--- config.mk ---
export PLATFORM = sky130hd
export DESIGN_NAME = midi_cc_sender
export DESIGN_NICKNAME = d
export VERILOG_FILES = /design/src/rtl/midi_cc_pkg.sv /design/src/rtl/switch_sync.sv /design/src/rtl/speed_decode.sv /design/src/rtl/serial_tx8n1.sv /design/src/rtl/cc_sequencer.sv /design/src/rtl/midi_cc_sender.sv
export SDC_FILE = /design/constraint.sdc
export NUM_CORES = 1
export LEC_CHECK = 0
export CORE_MARGIN = 2
export CORE_UTILIZATION = 60
export CTS_BUF_LIST = sky130_fd_sc_hd__clkbuf_4
export DETAILED_ROUTE_END_ITERATION = 6
export PLACE_DENSITY = 0.77
export SETUP_SLACK_MARGIN = 0.1
export SYNTH_ARGS = -nofsm -noshare
export SYNTH_HDL_FRONTEND = slang
export SYNTH_HIERARCHICAL = 1
export SYNTH_SLANG_ARGS = --single-unit
--- constraint.sdc ---
create_clock -name clk -period 2.7 [get_ports clk]
set_input_delay 0.27 -clock clk [delete_from_list [all_inputs] [get_ports clk]]
set_output_delay 0.27 -clock clk [all_outputs]
set_load 0.01 [all_outputs]
--- src/rtl/midi_cc_pkg.sv ---
// Shared types and constants for the switch-to-MIDI sender.
// Assumes the mode encoding below is used only inside this block.
package midi_cc_pkg;

    typedef enum logic [1:0] {
        SPD_STOP = 2'd0,
        SPD_SLOW = 2'd1,
        SPD_FAST = 2'd2
    } speed_t;

    typedef enum logic [2:0] {
        SQ_HOLDOFF,
        SQ_POLL,
        SQ_SETTLE,
        SQ_SEND,
        SQ_PAUSE
    } seq_state_t;

    localparam logic [7:0] CC_STATUS_BYTE = 8'hB4;
    localparam logic [7:0] CC_NUMBER_BYTE = 8'd85;
    localparam int         MSG_BYTES      = 3;

    // Value byte carried in the message for each mode.
    function automatic logic [7:0] speed_value(speed_t m);
        case (m)
            SPD_SLOW: speed_value = 8'd63;
            SPD_FAST: speed_value = 8'd65;
            default:  speed_value = 8'd64;
        endcase
    endfunction

endpackage

--- src/rtl/switch_sync.sv ---
// Multi-stage synchroniser for a bundle of asynchronous active-low inputs.
// Assumes released (high) is the safe value, so the stages reset to ones.
module switch_sync #(
    parameter int WIDTH  = 2,
    parameter int STAGES = 2
) (
    input  logic             clk,
    input  logic             rst_n,
    input  logic [WIDTH-1:0] async_in,
    output logic [WIDTH-1:0] sync_out
);

    logic [WIDTH-1:0] stage_q [STAGES];

    // Shift the raw inputs through the synchroniser chain.
    always_ff @(posedge clk) begin
        if (!rst_n) begin
            for (int i = 0; i < STAGES; i++) stage_q[i] <= '1;
        end else begin
            stage_q[0] <= async_in;
            for (int i = 1; i < STAGES; i++) stage_q[i] <= stage_q[i-1];
        end
    end

    assign sync_out = stage_q[STAGES-1];

endmodule

--- src/rtl/speed_decode.sv ---
// Maps the two synchronised active-low switches to a speed mode.
// Assumes both pressed is not a legal position and treats it as stop.
module speed_decode
    import midi_cc_pkg::*;
(
    input  logic   sw_a_n,
    input  logic   sw_b_n,
    output speed_t mode
);

    // Pure combinational decode of the switch pair.
    always_comb begin
        case ({sw_a_n, sw_b_n})
            2'b10:   mode = SPD_SLOW;
            2'b01:   mode = SPD_FAST;
            default: mode = SPD_STOP;
        endcase
    end

endmodule

--- src/rtl/serial_tx8n1.sv ---
// Asynchronous 8N1 transmitter, LSB first, line idle high.
// A byte can be accepted on the last cycle of the previous stop bit,
// so consecutive bytes leave with no gap. Assumes CLKS_PER_BIT >= 2.
module serial_tx8n1 #(
    parameter int CLKS_PER_BIT = 32
) (
    input  logic       clk,
    input  logic       rst_n,
    input  logic       load,
    input  logic [7:0] data,
    output logic       line,
    output logic       ready,
    output logic       active
);

    localparam int DW         = $clog2(CLKS_PER_BIT);
    localparam int FRAME_BITS = 10;
    localparam int BW         = $clog2(FRAME_BITS);

    logic [DW-1:0] div_q;
    logic [BW-1:0] bit_q;
    logic [8:0]    shift_q;
    logic          line_q;
    logic          act_q;
    logic          tick;
    logic          last_tick;

    assign tick      = (div_q == DW'(CLKS_PER_BIT - 1));
    assign last_tick = act_q && tick && (bit_q == BW'(FRAME_BITS - 1));
    assign ready     = !act_q || last_tick;
    assign line      = line_q;
    assign active    = act_q;

    // Frame engine: start bit on load, one bit per CLKS_PER_BIT cycles.
    always_ff @(posedge clk) begin
        if (!rst_n) begin
            div_q   <= '0;
            bit_q   <= '0;
            shift_q <= '1;
            line_q  <= 1'b1;
            act_q   <= 1'b0;
        end else if (load && ready) begin
            line_q  <= 1'b0;
            shift_q <= {1'b1, data};
            div_q   <= '0;
            bit_q   <= '0;
            act_q   <= 1'b1;
        end else if (act_q) begin
            if (tick) begin
                div_q <= '0;
                if (bit_q == BW'(FRAME_BITS - 1)) begin
                    act_q <= 1'b0;
                end else begin
                    line_q  <= shift_q[0];
                    shift_q <= {1'b1, shift_q[8:1]};
                    bit_q   <= bit_q + 1'b1;
                end
            end else begin
                div_q <= div_q + 1'b1;
            end
        end
    end

endmodule

--- src/rtl/cc_sequencer.sv ---
// Start-up hold-off, polling, settle-and-confirm and byte sequencing.
// Assumes the mode input is already synchronised. It holds the last
// reported mode and feeds the three message bytes to the transmitter.
module cc_sequencer
    import midi_cc_pkg::*;
#(
    parameter int HOLDOFF_CYCLES = 5_000_000,
    parameter int SETTLE_CYCLES  = 20_000,
    parameter int POLL_CYCLES    = 20_000
) (
    input  logic       clk,
    input  logic       rst_n,
    input  speed_t     mode_now,
    input  logic       tx_ready,
    output logic       byte_load,
    output logic [7:0] byte_data,
    output logic       holdoff,
    output logic [1:0] stored_mode
);

    localparam int MAX_A = (HOLDOFF_CYCLES > SETTLE_CYCLES) ? HOLDOFF_CYCLES : SETTLE_CYCLES;
    localparam int MAX_C = (MAX_A > POLL_CYCLES) ? MAX_A : POLL_CYCLES;
    localparam int CW    = $clog2(MAX_C + 1);
    localparam int IW    = $clog2(MSG_BYTES);

    seq_state_t    st_q;
    logic [CW-1:0] cnt_q;
    speed_t        stored_q;
    logic [IW-1:0] idx_q;

    assign holdoff     = (st_q == SQ_HOLDOFF);
    assign stored_mode = stored_q;
    assign byte_load   = (st_q == SQ_SEND) && tx_ready;

    // Select the byte of the message being handed to the transmitter.
    always_comb begin
        case (idx_q)
            IW'(0):  byte_data = CC_STATUS_BYTE;
            IW'(1):  byte_data = CC_NUMBER_BYTE;
            default: byte_data = speed_value(stored_q);
        endcase
    end

    // Control sequence: hold off, poll, confirm after settling, send, pause.
    always_ff @(posedge clk) begin
        if (!rst_n) begin
            st_q     <= SQ_HOLDOFF;
            cnt_q    <= '0;
            stored_q <= SPD_STOP;
            idx_q    <= '0;
        end else begin
            case (st_q)
                SQ_HOLDOFF: begin
                    if (cnt_q == CW'(HOLDOFF_CYCLES - 1)) begin
                        cnt_q <= '0;
                        st_q  <= SQ_POLL;
                    end else begin
                        cnt_q <= cnt_q + 1'b1;
                    end
                end
                SQ_POLL: begin
                    cnt_q <= '0;
                    st_q  <= (mode_now != stored_q) ? SQ_SETTLE : SQ_PAUSE;
                end
                SQ_SETTLE: begin
                    if (cnt_q == CW'(SETTLE_CYCLES - 1)) begin
                        cnt_q <= '0;
                        if (mode_now != stored_q) begin
                            stored_q <= mode_now;
                            idx_q    <= '0;
                            st_q     <= SQ_SEND;
                        end else begin
                            st_q <= SQ_PAUSE;
                        end
                    end else begin
                        cnt_q <= cnt_q + 1'b1;
                    end
                end
                SQ_SEND: begin
                    if (tx_ready) begin
                        if (idx_q == IW'(MSG_BYTES - 1)) begin
                            cnt_q <= '0;
                            st_q  <= SQ_PAUSE;
                        end else begin
                            idx_q <= idx_q + 1'b1;
                        end
                    end
                end
                SQ_PAUSE: begin
                    if (cnt_q == CW'(POLL_CYCLES - 1)) begin
                        cnt_q <= '0;
                        st_q  <= SQ_POLL;
                    end else begin
                        cnt_q <= cnt_q + 1'b1;
                    end
                end
                default: st_q <= SQ_HOLDOFF;
            endcase
        end
    end

endmodule

--- src/rtl/midi_cc_sender.sv ---
// Top level: synchronises the switches, decodes the mode, confirms changes
// and sends a Control Change message per confirmed change. Assumes clk is
// the 1 MHz bit-rate reference; all intervals are in clk cycles.
module midi_cc_sender
    import midi_cc_pkg::*;
#(
    parameter int CLKS_PER_BIT   = 32,
    parameter int HOLDOFF_CYCLES = 5_000_000,
    parameter int SETTLE_CYCLES  = 20_000,
    parameter int POLL_CYCLES    = 20_000
) (
    input  logic clk,
    input  logic rst_n,
    input  logic sw_a_n,
    input  logic sw_b_n,
    output logic midi_tx,
    output logic busy
);

    logic [1:0] sw_sync;
    speed_t     mode_now;
    logic       tx_ready;
    logic       byte_load;
    logic [7:0] byte_data;
    logic       holdoff;
    logic [1:0] stored_mode;

    switch_sync #(.WIDTH(2), .STAGES(2)) u_sync (
        .clk      (clk),
        .rst_n    (rst_n),
        .async_in ({sw_a_n, sw_b_n}),
        .sync_out (sw_sync)
    );

    speed_decode u_dec (
        .sw_a_n (sw_sync[1]),
        .sw_b_n (sw_sync[0]),
        .mode   (mode_now)
    );

    cc_sequencer #(
        .HOLDOFF_CYCLES (HOLDOFF_CYCLES),
        .SETTLE_CYCLES  (SETTLE_CYCLES),
        .POLL_CYCLES    (POLL_CYCLES)
    ) u_seq (
        .clk         (clk),
        .rst_n       (rst_n),
        .mode_now    (mode_now),
        .tx_ready    (tx_ready),
        .byte_load   (byte_load),
        .byte_data   (byte_data),
        .holdoff     (holdoff),
        .stored_mode (stored_mode)
    );

    serial_tx8n1 #(.CLKS_PER_BIT(CLKS_PER_BIT)) u_tx (
        .clk    (clk),
        .rst_n  (rst_n),
        .load   (byte_load),
        .data   (byte_data),
        .line   (midi_tx),
        .ready  (tx_ready),
        .active (busy)
    );

endmodule

# --- Word level (Yosys, flattened, before mapping) ---
# Memories as Yosys holds them, arrays and structs flattened.
# Cells that the tools add are included.
# W data, S select, Z words.
word_totals:
  regBits: 49
  ramBits: 4
  output_inout_bits: 2
  inputBits: 4
  word_cells: 99
  memories: 1
classes:
  n_bitwise: 4
  add_sub_neg: 4
  mux: 38
  n_eq_ne: 23
  reduce_logical: 20
mem_list:
  columns: ["memory", "depth", "width", "read_ports", "rd_ports_with_merged_regs", "write_ports", "line_no", "rtl"]
  rows:
  - ["u_sync.stage_q", 2, 2, 2, 0, 2, "switch_sync.sv:13", "logic [WIDTH-1:0] stage_q [STAGES];"]
op_table:
  columns: ["op", "n"]
  rows:
  - ["$mux W23", 4]
  - ["$pmux W23 S4", 1]
  - ["$mux W8", 4]
  - ["$add A23 B1 Y23 const B", 1]
  - ["$eq A23 B15 Y1 const B", 1]
  - ["$eq A23 B23 Y1 const B", 1]
  - ["$mux W3", 7]
  - ["$pmux W8 S2", 1]
  - ["$pmux W3 S5", 1]
  - ["$pmux W7 S2", 1]
  - ["$mux W2", 6]
  - ["$reduce_and A3 Y1", 4]
  - ["$mux W1", 10]
  - ["$ne A2 B1 Y1 const B", 5]
  - ["$reduce_and A5 Y1", 2]
  - ["$pmux W2 S2", 2]
  - ["$eq A2 B1 Y1 const B", 3]
  - ["$eq A2 B2 Y1 const B", 3]
  - ["$eq A3 B2 Y1 const B", 2]
  - ["$ne A2 B2 Y1 const B", 3]
  - ["$reduce_bool A2 Y1", 3]
  - ["$add A5 B1 Y5 const B", 1]
  - ["$eq A5 B5 Y1 const B", 1]
  - ["$mux W5", 1]
  - ["15 further kinds", 21]

# --- Depth between registers and ports, before layout ---
logic_depth:
  depth_word: 8
  depth_mapped: 11

# --- Modules after synthesis ---
# The synthesis kept the hierarchy.
by_module_without_submodules:
  columns: ["module", "seq_area_each_um2", "instances", "area_each_um2", "cells_per_inst"]
  rows:
  - ["cc_sequencer", 600.6, 1, 1742.9, 206]
  - ["serial_tx8n1", 380.4, 1, 918.4, 101]
  - ["switch_sync", 80.1, 1, 120.1, 10]
  - ["speed_decode", 0.0, 1, 15.0, 2]

# --- Worst setup path after synthesis ---
# No wires, ideal clock.
synth_timing:
  kind: "reg2reg"
  startpoint: "register u_tx.div_q[0]"
  endpoint: "register u_seq.cnt_q[22]"
  path_buffers: 1
  setup_ps: 115
  required_time_ps: 2585
  t_arrival_ps: 2291
  stages_incl_launch_ff: 12
  synth_period_minus_slack_ps: 2406
  slack_ps: 294
  path_cell_list: "dfxtp_1 -> ha_1 -> and3_1 -> ha_1 -> nand4b_1 -> nand2_1 -> and2_1 -> clkbuf_1 -> o211ai_1 -> nor4_1 -> xnor2_1 -> nor2_1"
synth_between:
  elab_chain_len: 6
synth_lines:
  columns: ["item", "line_no", "rtl"]
  rows:
  - ["start: declaration", "serial_tx8n1.sv:20", "logic [DW-1:0] div_q;"]
  - ["start signal: assignment", "serial_tx8n1.sv:59", "div_q <= div_q + 1'b1;"]
  - ["$eq A5 B5 Y1", "serial_tx8n1.sv:28", "assign tick = (div_q == DW'(CLKS_PER_BIT - 1));"]
  - ["$logic_and A1 B1 Y1 (2 in a row)", "serial_tx8n1.sv:29", "assign last_tick = act_q && tick && (bit_q == BW'(FRAME_BITS - 1));"]
  - ["$logic_or A1 B1 Y1", "serial_tx8n1.sv:30", "assign ready = !act_q || last_tick;"]
  - ["net tx_ready", "midi_cc_sender.sv:22", "logic tx_ready;"]
  - ["$ne A2 B1 Y1 (no line)", null, null]
  - ["$reduce_and A3 Y1 (no line)", null, null]
  - ["end signal: assignment", "cc_sequencer.sv:58", "cnt_q <= cnt_q + 1'b1;"]
  - ["end signal: assignment", "cc_sequencer.sv:76", "cnt_q <= cnt_q + 1'b1;"]
  - ["end signal: assignment", "cc_sequencer.sv:94", "cnt_q <= cnt_q + 1'b1;"]
  - ["end: declaration", "cc_sequencer.sv:27", "logic [CW-1:0] cnt_q;"]
# The timed path passes the listed nets, and every way through them passes these cells.
# A chain may end at the register's enable or synchronous reset.

# --- Worst setup path in the final report ---
# Same ends and word-level chain as after synthesis.

==> impl_metrics.yaml <==
route:
  wire_per_inst_um: 13.3
  first_pass_iters: 4
  drc: 0
  vias: 2154
  viasPerCell: 5.77
  ant_nets: 0
  drt_iter0_drc: 94
  totalWireLength_um: 4980
synthesis:
  yosysWarnings: 6
  yosys-top-cells-area: "dfxtp_1, nor2_1, xnor2_1"
  synthesis.area_um2: 2800
  synth-main-ff-cell: "dfxtp_1"
  ys_ff_latch: 53
  synth_seq_area_share_pct: 37.9
  synth_nets: 333
  synth_area_per_cell_um2: 8.77
  ys_types: 58
  synth_top_area_share_pct: 37.9
  synth_cells: 319
  synth_edf_count: 0
  yosys.area.top_type: "dfxtp_1"
  synth_async_sr_flop_share_pct: 0
power_and_ir_drop:
  comb_power_share_pct: 3.7
  p_sw_share_pct: 21.4
  pwr-share-clk_pct: 30.3
  peakVddDrop_v: 0.000295
  power.internal_uw: 944
  leakage_nw: 1.15
  p_switching_uw: 257
  seq_power_share_pct: 66.0
  powerDensity_nw_per_um2: 411
timing:
  period_minus_slack_ns: 2.43
  finalHoldViolCount: 0
  fin_skew_ns: 0.00677
  setup_viol: 0
  hold_ws_ns: 0.421
  period_share_pct: 90.0
  slew_viol_final: 0
  fin_setup_tns_ns: 0
  tightest_slew_ns: 0.460
  slew_headroom_pct: 69.0
  clock.fmax_mhz: 411
  rsz0062_at_grt: "no"
final_layout:
  final_common_cell: "dfxtp_1"
  area_growth_pct: 4.56
  diodes: 0
  layout_common_cells: "dfxtp_1, nor2_1, inv_1"
  fillers: 371
  nets: 334
  layout-drive-gt1-share_pct: 9.66
global_route:
  met3_usage_pct: 3.33
  antenna_found_initial: 0
  grt_pass1_vias: 1975
  grt_start_max_net_pins: 23
  grt.busiest_layer: "met2"
  grt_usage_pct: 20.9
  met1_usage_pct: 30.4
  grt_pass1_wl_um: 8770
  grt_overflow: 0
  met2_usage_pct: 31.4
floorplanning:
  ios: 6
  die_w_um: 72.3
  die_y_um: 72.3
  die-area_um2: 5220
  rows: 24
  initial_utilization_pct: 63.4
  core_area_um2: 4410
clocking:
  htree_num_levels: 2
  hold_buffers: 0
  clkLatencyLatePin_ns: 0.36
  cts_tree: "yes"
  root_buffer: "clkbuf_4"
  clock-sinks: 53
  clk_path_buf_depth: 2
  clk_pin_slew_worst_paths_ns: 0.14
  numCtsBuffers: 5
critical_path:
  worstPathArrival_ns: 2.71
  criticalPathCategory: "reg -> reg"
  crit_path_max_fanout: 9
  end_kind: "flop"
  startpoint_type: "flop"
  worstPathRequired_ns: 2.98
run:
  cap_violations: 0
placement:
  gp_congestion: 0.856
  port_buffers: 5
  hpwl_um: 3560
min_path:
  min_path_type: "reg -> reg"
status:
  status: "completed"
==> per-stage QoR <==
stage | cell area [um2] | instances | util (%) | total power, mW | worst slack, ns
6_report | 2920 | 373 | 66.2 | 1.20 | 0.270
5_1_grt | 2920 | 373 | 66.2 | 1.26 | 0.0668
4_1_cts | 2920 | 373 | 66.1 | 1.22 | 0.264
3_5_place_dp | 2860 | 365 | 64.7 | 0.855 | 0.285
3_3_place_gp | 2860 | 365 | 64.7 | 0.854 | 0.344
2_1_floorplan | 2800 | 319 | - | 0.842 | 0.294
==> kinds of logic after synthesis <==
kind of cell,share of synthesized area (%)
buffers and inverters,6.98
adder cells (fa/ha/maj),4.47
AO/OA/AOI/OAI,13.4
flip-flops,37.9
AND/OR/NAND/NOR,28.0
XOR/XNOR,8.14
multiplexers,1.07
==> metal layers <==
layer  up-vias  routed length [um]
met3         4                 149
met2        28                2160
met5         -                   0
li1       1114                   -
met1      1008                2620
met4         0                  44
==> Yosys cell counts (all sizes together), types with 8 or more instances <==
library cell / count
nand3: 11
nand2: 14
ha: 10
dfxtp: 53
xor2: 10
inv: 22
buf: 12
nand2b: 8
nor2: 41
xnor2: 16
o21ai: 9
a21oi: 11
and3: 9
nor3: 9
==> registers in the layout, indices dropped and copies added, names as in the netlist <==
| name | flops |
|---|---|
| u_sync/stage_q | 4 |
| u_tx/active | 1 |
| u_seq/st_q | 3 |
| u_tx/shift_q | 8 |
| u_seq/stored_mode | 2 |
| u_seq/idx_q | 2 |
| u_tx/line | 1 |
| u_tx/div_q | 5 |
| u_seq/cnt_q | 23 |
| u_tx/bit_q | 4 |
==> power by group through the flow <==
stage,clock network [mW],registers [mW],logic [mW]
after CTS,0.381,0.793,0.0448
after global placement,0,0.810,0.0445
after floorplan,0,0.809,0.0330
after detailed placement,0,0.810,0.0448
after global routing,0.412,0.794,0.0499
final,0.364,0.792,0.0446
==> timing repair <==
item,4_1_cts,5_1_grt
setup endpoints to repair,0,12
gates resized for setup,0,2
setup buffers,0,0
==> area by class of cell <==
type                    instances  area (um2)  share of cell area, %
well taps                      52        65.1                   2.23
multi-input cells             227        1550                   52.9
inverters                      22        82.6                   2.82
flip-flops and latches         53        1060                   36.3
repair buffers                 11         108                   3.68
clock buffers                   8        60.1                   2.05
==> path summary, 6_finish.rpt <==
path,from,end,slack [ns],cells after the start
setup reg to reg,u_tx/div_q[0],u_seq/cnt_q[22],0.27,11
hold / removal,u_sync/stage_q[0][1],u_sync/stage_q[0][3],0.42,1
setup / recovery,u_tx/div_q[0],u_seq/cnt_q[22],0.27,11
hold reg to reg,u_sync/stage_q[0][1],u_sync/stage_q[0][3],0.42,1
==> critical path, cell delays in order (launching register included) <==
cell	delay, ns
dfxtp_1	0.39
ha_1	0.18
and3_1	0.17
ha_1	0.16
nand4b_1	0.18
nand2_1	0.17
and2_2	0.22
o211ai_1	0.09
buf_4	0.20
nor4_1	0.39
xnor2_1	0.17
nor2_1	0.05
No activity file was read; power rests on OpenSTA's default activity.
